<file path="config.mk">
export PLATFORM = sky130hd
export DESIGN_NAME = conv_fifo_wm
export DESIGN_NICKNAME = d
export VERILOG_FILES = /design/src/rtl/wmf_pkg.sv /design/src/rtl/wmf_occupancy.sv /design/src/rtl/wmf_store.sv /design/src/rtl/wmf_alert.sv /design/src/rtl/wmf_overflow.sv /design/src/rtl/conv_fifo_wm.sv
export SDC_FILE = /design/constraint.sdc
export NUM_CORES = 2
export LEC_CHECK = 0
export ABC_CLOCK_PERIOD_IN_PS = 10660
export CORE_UTILIZATION = 58
export CTS_CLUSTER_SIZE = 40
export DETAILED_ROUTE_END_ITERATION = 16
export MAX_ROUTING_LAYER = met4
export PLACE_DENSITY = 0.74
export SETUP_SLACK_MARGIN = 0.1
export SYNTH_ARGS = -nofsm -noshare
export SYNTH_HDL_FRONTEND = slang
export SYNTH_HIERARCHICAL = 1
export SYNTH_SLANG_ARGS = --single-unit
</file>
<file path="constraint.sdc">
create_clock -name clk -period 10.66 [get_ports clk]
set_input_delay 1.066 -clock clk [delete_from_list [all_inputs] [get_ports clk]]
set_output_delay 1.066 -clock clk [all_outputs]
set_load 0.02 [all_outputs]
</file>
<file path="src/rtl/wmf_pkg.sv">
package wmf_pkg;

    typedef enum logic [1:0] {
        OCC_EMPTY   = 2'd0,
        OCC_PARTIAL = 2'd1,
        OCC_FULL    = 2'd2
    } occ_state_t;

    typedef enum logic [0:0] {
        ST_COLLECT = 1'b0,
        ST_ALERT   = 1'b1
    } alert_state_t;

    typedef enum logic [0:0] {
        OV_CLEAN = 1'b0,
        OV_LOST  = 1'b1
    } ovf_state_t;

endpackage

</file>
<file path="src/rtl/wmf_occupancy.sv">
module wmf_occupancy #(
    parameter int DEPTH = 256,
    parameter int PTR_W = $clog2(DEPTH),
    parameter int CNT_W = $clog2(DEPTH + 1)
) (
    input  logic             clk,
    input  logic             rst_n,
    input  logic             flush,
    input  logic             push_req,
    input  logic             pop_req,
    output logic             push_ok,
    output logic             pop_ok,
    output logic [PTR_W-1:0] wr_ptr,
    output logic [PTR_W-1:0] rd_ptr,
    output logic [CNT_W-1:0] count,
    output logic             empty,
    output logic             full
);
    import wmf_pkg::*;

    localparam logic [PTR_W-1:0] LAST_IDX = PTR_W'(DEPTH - 1);
    localparam logic [CNT_W-1:0] FULL_CNT = CNT_W'(DEPTH);

    occ_state_t       state_q, state_d;
    logic [CNT_W-1:0] count_d;

    // Acceptance decisions use the state held at the start of the cycle.
    assign push_ok = push_req && !flush && (state_q != OCC_FULL);
    assign pop_ok  = pop_req  && !flush && (state_q != OCC_EMPTY);

    always_comb begin
        count_d = count;
        if (flush) begin
            count_d = '0;
        end else begin
            unique case ({push_ok, pop_ok})
                2'b10:   count_d = count + CNT_W'(1);
                2'b01:   count_d = count - CNT_W'(1);
                default: count_d = count;
            endcase
        end
    end

    always_comb begin
        state_d = state_q;
        if (flush) begin
            state_d = OCC_EMPTY;
        end else begin
            unique case (state_q)
                OCC_EMPTY:   if (push_ok) state_d = (count_d == FULL_CNT) ? OCC_FULL : OCC_PARTIAL;
                OCC_PARTIAL: begin
                    if (count_d == '0)           state_d = OCC_EMPTY;
                    else if (count_d == FULL_CNT) state_d = OCC_FULL;
                end
                OCC_FULL:    if (pop_ok) state_d = (count_d == '0) ? OCC_EMPTY : OCC_PARTIAL;
                default:     state_d = OCC_EMPTY;
            endcase
        end
    end

    always_ff @(posedge clk or negedge rst_n) begin
        if (!rst_n) begin
            state_q <= OCC_EMPTY;
            count   <= '0;
        end else begin
            state_q <= state_d;
            count   <= count_d;
        end
    end

    always_ff @(posedge clk or negedge rst_n) begin
        if (!rst_n) begin
            wr_ptr <= '0;
            rd_ptr <= '0;
        end else if (flush) begin
            wr_ptr <= '0;
            rd_ptr <= '0;
        end else begin
            if (push_ok) wr_ptr <= (wr_ptr == LAST_IDX) ? '0 : wr_ptr + PTR_W'(1);
            if (pop_ok)  rd_ptr <= (rd_ptr == LAST_IDX) ? '0 : rd_ptr + PTR_W'(1);
        end
    end

    always_comb begin
        empty = 1'b0;
        full  = 1'b0;
        unique case (state_q)
            OCC_EMPTY:   empty = 1'b1;
            OCC_PARTIAL: ;
            OCC_FULL:    full = 1'b1;
            default:     empty = 1'b1;
        endcase
    end

endmodule

</file>
<file path="src/rtl/wmf_store.sv">
module wmf_store #(
    parameter int DATA_W = 16,
    parameter int DEPTH  = 256,
    parameter int PTR_W  = $clog2(DEPTH)
) (
    input  logic              clk,
    input  logic              rst_n,
    input  logic              flush,
    input  logic              we,
    input  logic [PTR_W-1:0]  waddr,
    input  logic [DATA_W-1:0] wdata,
    input  logic              rd_req,
    input  logic              rd_hit,
    input  logic [PTR_W-1:0]  raddr,
    output logic [DATA_W-1:0] rd_data
);
    logic [DATA_W-1:0] mem [DEPTH];

    always_ff @(posedge clk) begin
        if (we) mem[waddr] <= wdata;
    end

    // A read of an empty store yields zero; a flush cycle leaves the word alone.
    always_ff @(posedge clk or negedge rst_n) begin
        if (!rst_n) begin
            rd_data <= '0;
        end else if (rd_req && !flush) begin
            rd_data <= rd_hit ? mem[raddr] : '0;
        end
    end

endmodule

</file>
<file path="src/rtl/wmf_alert.sv">
module wmf_alert #(
    parameter int DEPTH = 256,
    parameter int CNT_W = $clog2(DEPTH + 1)
) (
    input  logic             clk,
    input  logic             rst_n,
    input  logic             flush,
    input  logic [CNT_W-1:0] count,
    input  logic [CNT_W-1:0] wm_level,
    output logic             irq
);
    import wmf_pkg::*;

    localparam logic [CNT_W-1:0] MAX_WM = CNT_W'(DEPTH);

    alert_state_t     state_q, state_d;
    logic [CNT_W-1:0] wm_eff;

    always_comb begin
        if (wm_level == '0)         wm_eff = CNT_W'(1);
        else if (wm_level > MAX_WM) wm_eff = MAX_WM;
        else                        wm_eff = wm_level;
    end

    always_comb begin
        state_d = state_q;
        if (flush) begin
            state_d = ST_COLLECT;
        end else begin
            unique case (state_q)
                ST_COLLECT: if (count >= wm_eff) state_d = ST_ALERT;
                ST_ALERT:   if (count == '0)     state_d = ST_COLLECT;
                default:    state_d = ST_COLLECT;
            endcase
        end
    end

    always_ff @(posedge clk or negedge rst_n) begin
        if (!rst_n) state_q <= ST_COLLECT;
        else        state_q <= state_d;
    end

    always_comb begin
        unique case (state_q)
            ST_COLLECT: irq = 1'b0;
            ST_ALERT:   irq = 1'b1;
            default:    irq = 1'b0;
        endcase
    end

endmodule

</file>
<file path="src/rtl/wmf_overflow.sv">
module wmf_overflow (
    input  logic clk,
    input  logic rst_n,
    input  logic drop,
    input  logic clr,
    output logic overflow
);
    import wmf_pkg::*;

    ovf_state_t state_q, state_d;

    always_comb begin
        state_d = state_q;
        unique case (state_q)
            OV_CLEAN: if (drop)         state_d = OV_LOST;
            OV_LOST:  if (clr && !drop) state_d = OV_CLEAN;
            default:  state_d = OV_CLEAN;
        endcase
    end

    always_ff @(posedge clk or negedge rst_n) begin
        if (!rst_n) state_q <= OV_CLEAN;
        else        state_q <= state_d;
    end

    always_comb begin
        unique case (state_q)
            OV_CLEAN: overflow = 1'b0;
            OV_LOST:  overflow = 1'b1;
            default:  overflow = 1'b0;
        endcase
    end

endmodule

</file>
<file path="src/rtl/conv_fifo_wm.sv">
module conv_fifo_wm #(
    parameter  int DATA_W = 16,
    parameter  int DEPTH  = 256,
    localparam int CNT_W  = $clog2(DEPTH + 1)
) (
    input  logic              clk,
    input  logic              rst_n,
    input  logic              flush,
    input  logic              cv_valid,
    input  logic [DATA_W-1:0] cv_data,
    input  logic              rd_en,
    output logic [DATA_W-1:0] rd_data,
    input  logic [CNT_W-1:0]  wm_level,
    input  logic              ovf_clr,
    output logic [CNT_W-1:0]  fill_count,
    output logic              empty,
    output logic              full,
    output logic              irq,
    output logic              overflow
);
    localparam int PTR_W = $clog2(DEPTH);

    logic             push_ok, pop_ok;
    logic [PTR_W-1:0] wr_ptr, rd_ptr;
    logic             drop;

    wmf_occupancy #(.DEPTH(DEPTH), .PTR_W(PTR_W), .CNT_W(CNT_W)) u_occ (
        .clk      (clk),
        .rst_n    (rst_n),
        .flush    (flush),
        .push_req (cv_valid),
        .pop_req  (rd_en),
        .push_ok  (push_ok),
        .pop_ok   (pop_ok),
        .wr_ptr   (wr_ptr),
        .rd_ptr   (rd_ptr),
        .count    (fill_count),
        .empty    (empty),
        .full     (full)
    );

    wmf_store #(.DATA_W(DATA_W), .DEPTH(DEPTH), .PTR_W(PTR_W)) u_store (
        .clk     (clk),
        .rst_n   (rst_n),
        .flush   (flush),
        .we      (push_ok),
        .waddr   (wr_ptr),
        .wdata   (cv_data),
        .rd_req  (rd_en),
        .rd_hit  (pop_ok),
        .raddr   (rd_ptr),
        .rd_data (rd_data)
    );

    wmf_alert #(.DEPTH(DEPTH), .CNT_W(CNT_W)) u_alert (
        .clk      (clk),
        .rst_n    (rst_n),
        .flush    (flush),
        .count    (fill_count),
        .wm_level (wm_level),
        .irq      (irq)
    );

    assign drop = cv_valid && full && !flush;

    wmf_overflow u_ovf (
        .clk      (clk),
        .rst_n    (rst_n),
        .drop     (drop),
        .clr      (ovf_clr),
        .overflow (overflow)
    );

endmodule

</file>
==> flow_summary.json <==
{
  "status": "complete, no violations",
  "rr_worst_depth": 8,
  "tightest_slew_ps": 1430,
  "synthTopCellsByArea": "edfxtp_1 (76%), mux4_2 (11%), mux2i_1 (2.9%), nor2_1 (0.86%), dfrtp_1 (0.70%)",
  "crit_fanout": 80,
  "worstSetupPathType": "register to register",
  "coreArea_um2": 277000,
  "grtUsageTotal_pct": 32.6,
  "rsz0062_at_grt": "no",
  "dpl_worst_slack_ps": 5300,
  "fp.dieH_um": 530,
  "cp-start-kind": "register",
  "clk_pin_slew_ps": 60,
  "drc": 0,
  "startpoint": "u_occ/rd_ptr[2]",
  "slew_violations": 0,
  "hold_violations": 0,
  "place_inst": 11389,
  "syn_area_per_cell_um2": 21.1,
  "drt_iter0_markers": 13651,
  "grt_pass1_wl_um": 621000,
  "area_growth_pct": 11.5,
  "grt_pass1_vias": 82218,
  "post_synth_num_cell_types": 97,
  "synth_top_area_share_pct": 76.0,
  "fillers": 17503,
  "finalSetupViolCount": 0,
  "tritoncts": "done",
  "cts.sinks": 4141,
  "synth_common_cells": "edfxtp_1 (4,096), mux4_2 (792), mux2i_1 (471), nor2_1 (369), a21oi_1 (172)",
  "r2r_start": "u_occ/rd_ptr[2]",
  "dp_hpwl_um": 258000,
  "grt.overflow.total": 0,
  "synth_warnings": 6,
  "gp_congestion": 0.957,
  "arrival_ps": 6300,
  "fp.dieW_um": 530,
  "fin_crit_ps": 5560,
  "syn_area_um2": 162000,
  "fin_ws_ps": 5100,
  "synthFlopType": "edfxtp_1",
  "rr_endpoint": "u_store/rd_data[14]",
  "cts_buffers": 405,
  "r2r_slack_ps": 5100,
  "dr.pass1.iters": 7,
  "clockRootBuffer": "clkbuf_16",
  "fmax_mhz": 180,
  "slowest_delay_ps": 1120,
  "seq_area_frac_synth_pct": 76.7,
  "fin_tns_setup_ps": 0,
  "clockBufferDepth": 4,
  "power_density_nw_per_um2": 194,
  "viasPerCell": 6.97,
  "async_reset_ff_share_pct": 1.09,
  "layout-drive-gt1-share_pct": 22.4,
  "start_util_pct": 58.4,
  "layout.cells.non_filler": 12156,
  "syn-num-nets": 7735,
  "yosysTopAreaCell": "edfxtp_1",
  "vias": 84767,
  "rows": 193,
  "post_cts.repair.setup_buffers": 0,
  "period_share_pct": 52.1,
  "synth_cells": 7686,
  "irDropWorstVdd_uv": 158,
  "nets": 8141,
  "postCtsHoldBufs": 0,
  "finalPower_mw": 35.0,
  "drt-wirelength-per-cell_um": 36.5,
  "end_kind": "register",
  "max_cap_violations": 0,
  "cts-resized-gates": 0,
  "dieArea_um2": 281000,
  "postRouteAntennaNets": 0,
  "routed_wl_um": 443000,
  "htreeDepth": 5,
  "antenna_found_initial": 24,
  "finClkSkew_ps": 92.9,
  "required_ps": 11400,
  "design_area_um2": 180000,
  "io_pins": 60,
  "clk_latency_ps": 960,
  "grt_max_degree": 137,
  "crit_chain": "buf_12, nand2b_4, buf_4, o221ai_1, a31oi_1, a221oi_1, o31ai_1, a311oi_1",
  "synthMostInstantiatedCell": "edfxtp_1",
  "synth_edf_count": 4096,
  "cp_slowest_cell": "o31ai_1",
  "hold_path_class": "input pin to asynchronous set/reset pin",
  "slew_headroom_pct": 4.80,
  "port_buffers": 59,
  "place_area_um2": 167000,
  "synth_seq_cells": 4141,
  "p_leak_nw": 54.7
}
==> flip-flops by register name (all words and copies together), names as in the netlist <==
name             count
u_alert/state_q      1
u_occ/wr_ptr         8
u_occ/count          9
u_occ/state_q        2
u_store/mem       4096
u_store/rd_data     16
u_occ/rd_ptr         8
u_ovf/state_q        1
==> worst max-delay path: cells and delay by family (launching register included) <==
family / cells / cell delay [ps]
DFF: 1 / 1050
and+or+nand+nor: 1 / 580
AOI/OAI and AO/OA: 5 / 2300
buffers and inverters: 2 / 1110
==> layer usage <==
layer | share of wire, % | GRT usage (%) | vias to the layer above | wire length, µm
li1 | - | - | 33128 | -
met2 | 47 | 48.9 | 6558 | 207000
met1 | 35 | 42.6 | 43936 | 154000
met3 | 13 | 8.34 | 1145 | 59100
met5 | 0 | - | - | 0
met4 | 5.3 | 14.3 | 0 | 23500
==> layout by cell type (no fill, tap or decap), types with 9 or more instances in the layout <==
cell type,n
nor3_1,73
nand2_1,160
buf_4,369
clkbuf_8,26
a221oi_1,19
o221ai_1,105
mux2i_1,471
nand3_1,75
mux4_2,792
buf_12,17
nor2_2,46
nor2_1,320
a211oi_1,44
clkinv_1,75
a31oi_1,29
clkbuf_16,408
clkbuf_1,88
ha_1,18
nand2b_1,17
dfrtp_1,39
diode_2,28
o22ai_1,153
nor2b_1,26
nor4_1,21
a21oi_1,172
or3_1,14
nand4_1,28
clkinv_2,74
or2_2,9
inv_1,16
mux4_1,42
edfxtp_1,4096
clkdlybuf4s50_1,41
and2_1,14
o21ai_0,78
a22oi_1,140
a22o_1,15
clkinvlp_4,11
bufinv_16,49
==> metrics by stage <==
step / util (%) / hold slack, ps
finish: 65.1 / 396
global route: 65.1 / 402
CTS: 65.1 / 357
detailed placement: 60.3 / 481
global placement: 60.3 / 484
floorplan: - / 511
==> how the worst max path moves through the flow <==
stage	to	slack (ps)	cells after the start
2_1_floorplan	u_occ/state_q[1]	6360	17
3_3_place_gp	u_store/rd_data[14]	5120	8
3_5_place_dp	u_store/rd_data[14]	5300	8
4_1_cts	u_store/rd_data[14]	5230	8
5_1_grt	u_store/rd_data[12]	5160	9
6_report	u_store/rd_data[14]	5100	8
==> power breakdown <==
| part | switching [mW] | internal, mW |
|---|---|---|
| sequential | 0.0618 | 17.9 |
| clock | 6.08 | 8.32 |
| combinational | 1.48 | 1.17 |
==> layout make-up <==
| type | instances | area (µm²) | area share (%) |
|---|---|---|---|
| Inverter | 22 | 92.6 | 0.0513 |
| Clock buffer | 506 | 10700 | 5.92 |
| Sequential cell | 4141 | 124000 | 68.8 |
| Clock inverter | 232 | 2660 | 1.48 |
| Multi-Input combinational cell | 3077 | 34300 | 19.0 |
| Timing Repair Buffer | 445 | 3750 | 2.08 |
| Antenna cell | 28 | 70.1 | 0.0388 |
| Tap cell | 3705 | 4640 | 2.57 |
==> logic make-up after synthesis <==
group | synth area share [%]
AND/OR/NAND/NOR | 2.38
buffers and inverters | 2.21
adder cells (fa/ha/maj) | 0.139
flip-flops | 76.7
AO/OA/AOI/OAI | 3.80
XOR/XNOR | 0.0758
multiplexers | 14.7
No activity file was read; power rests on OpenSTA's default activity.
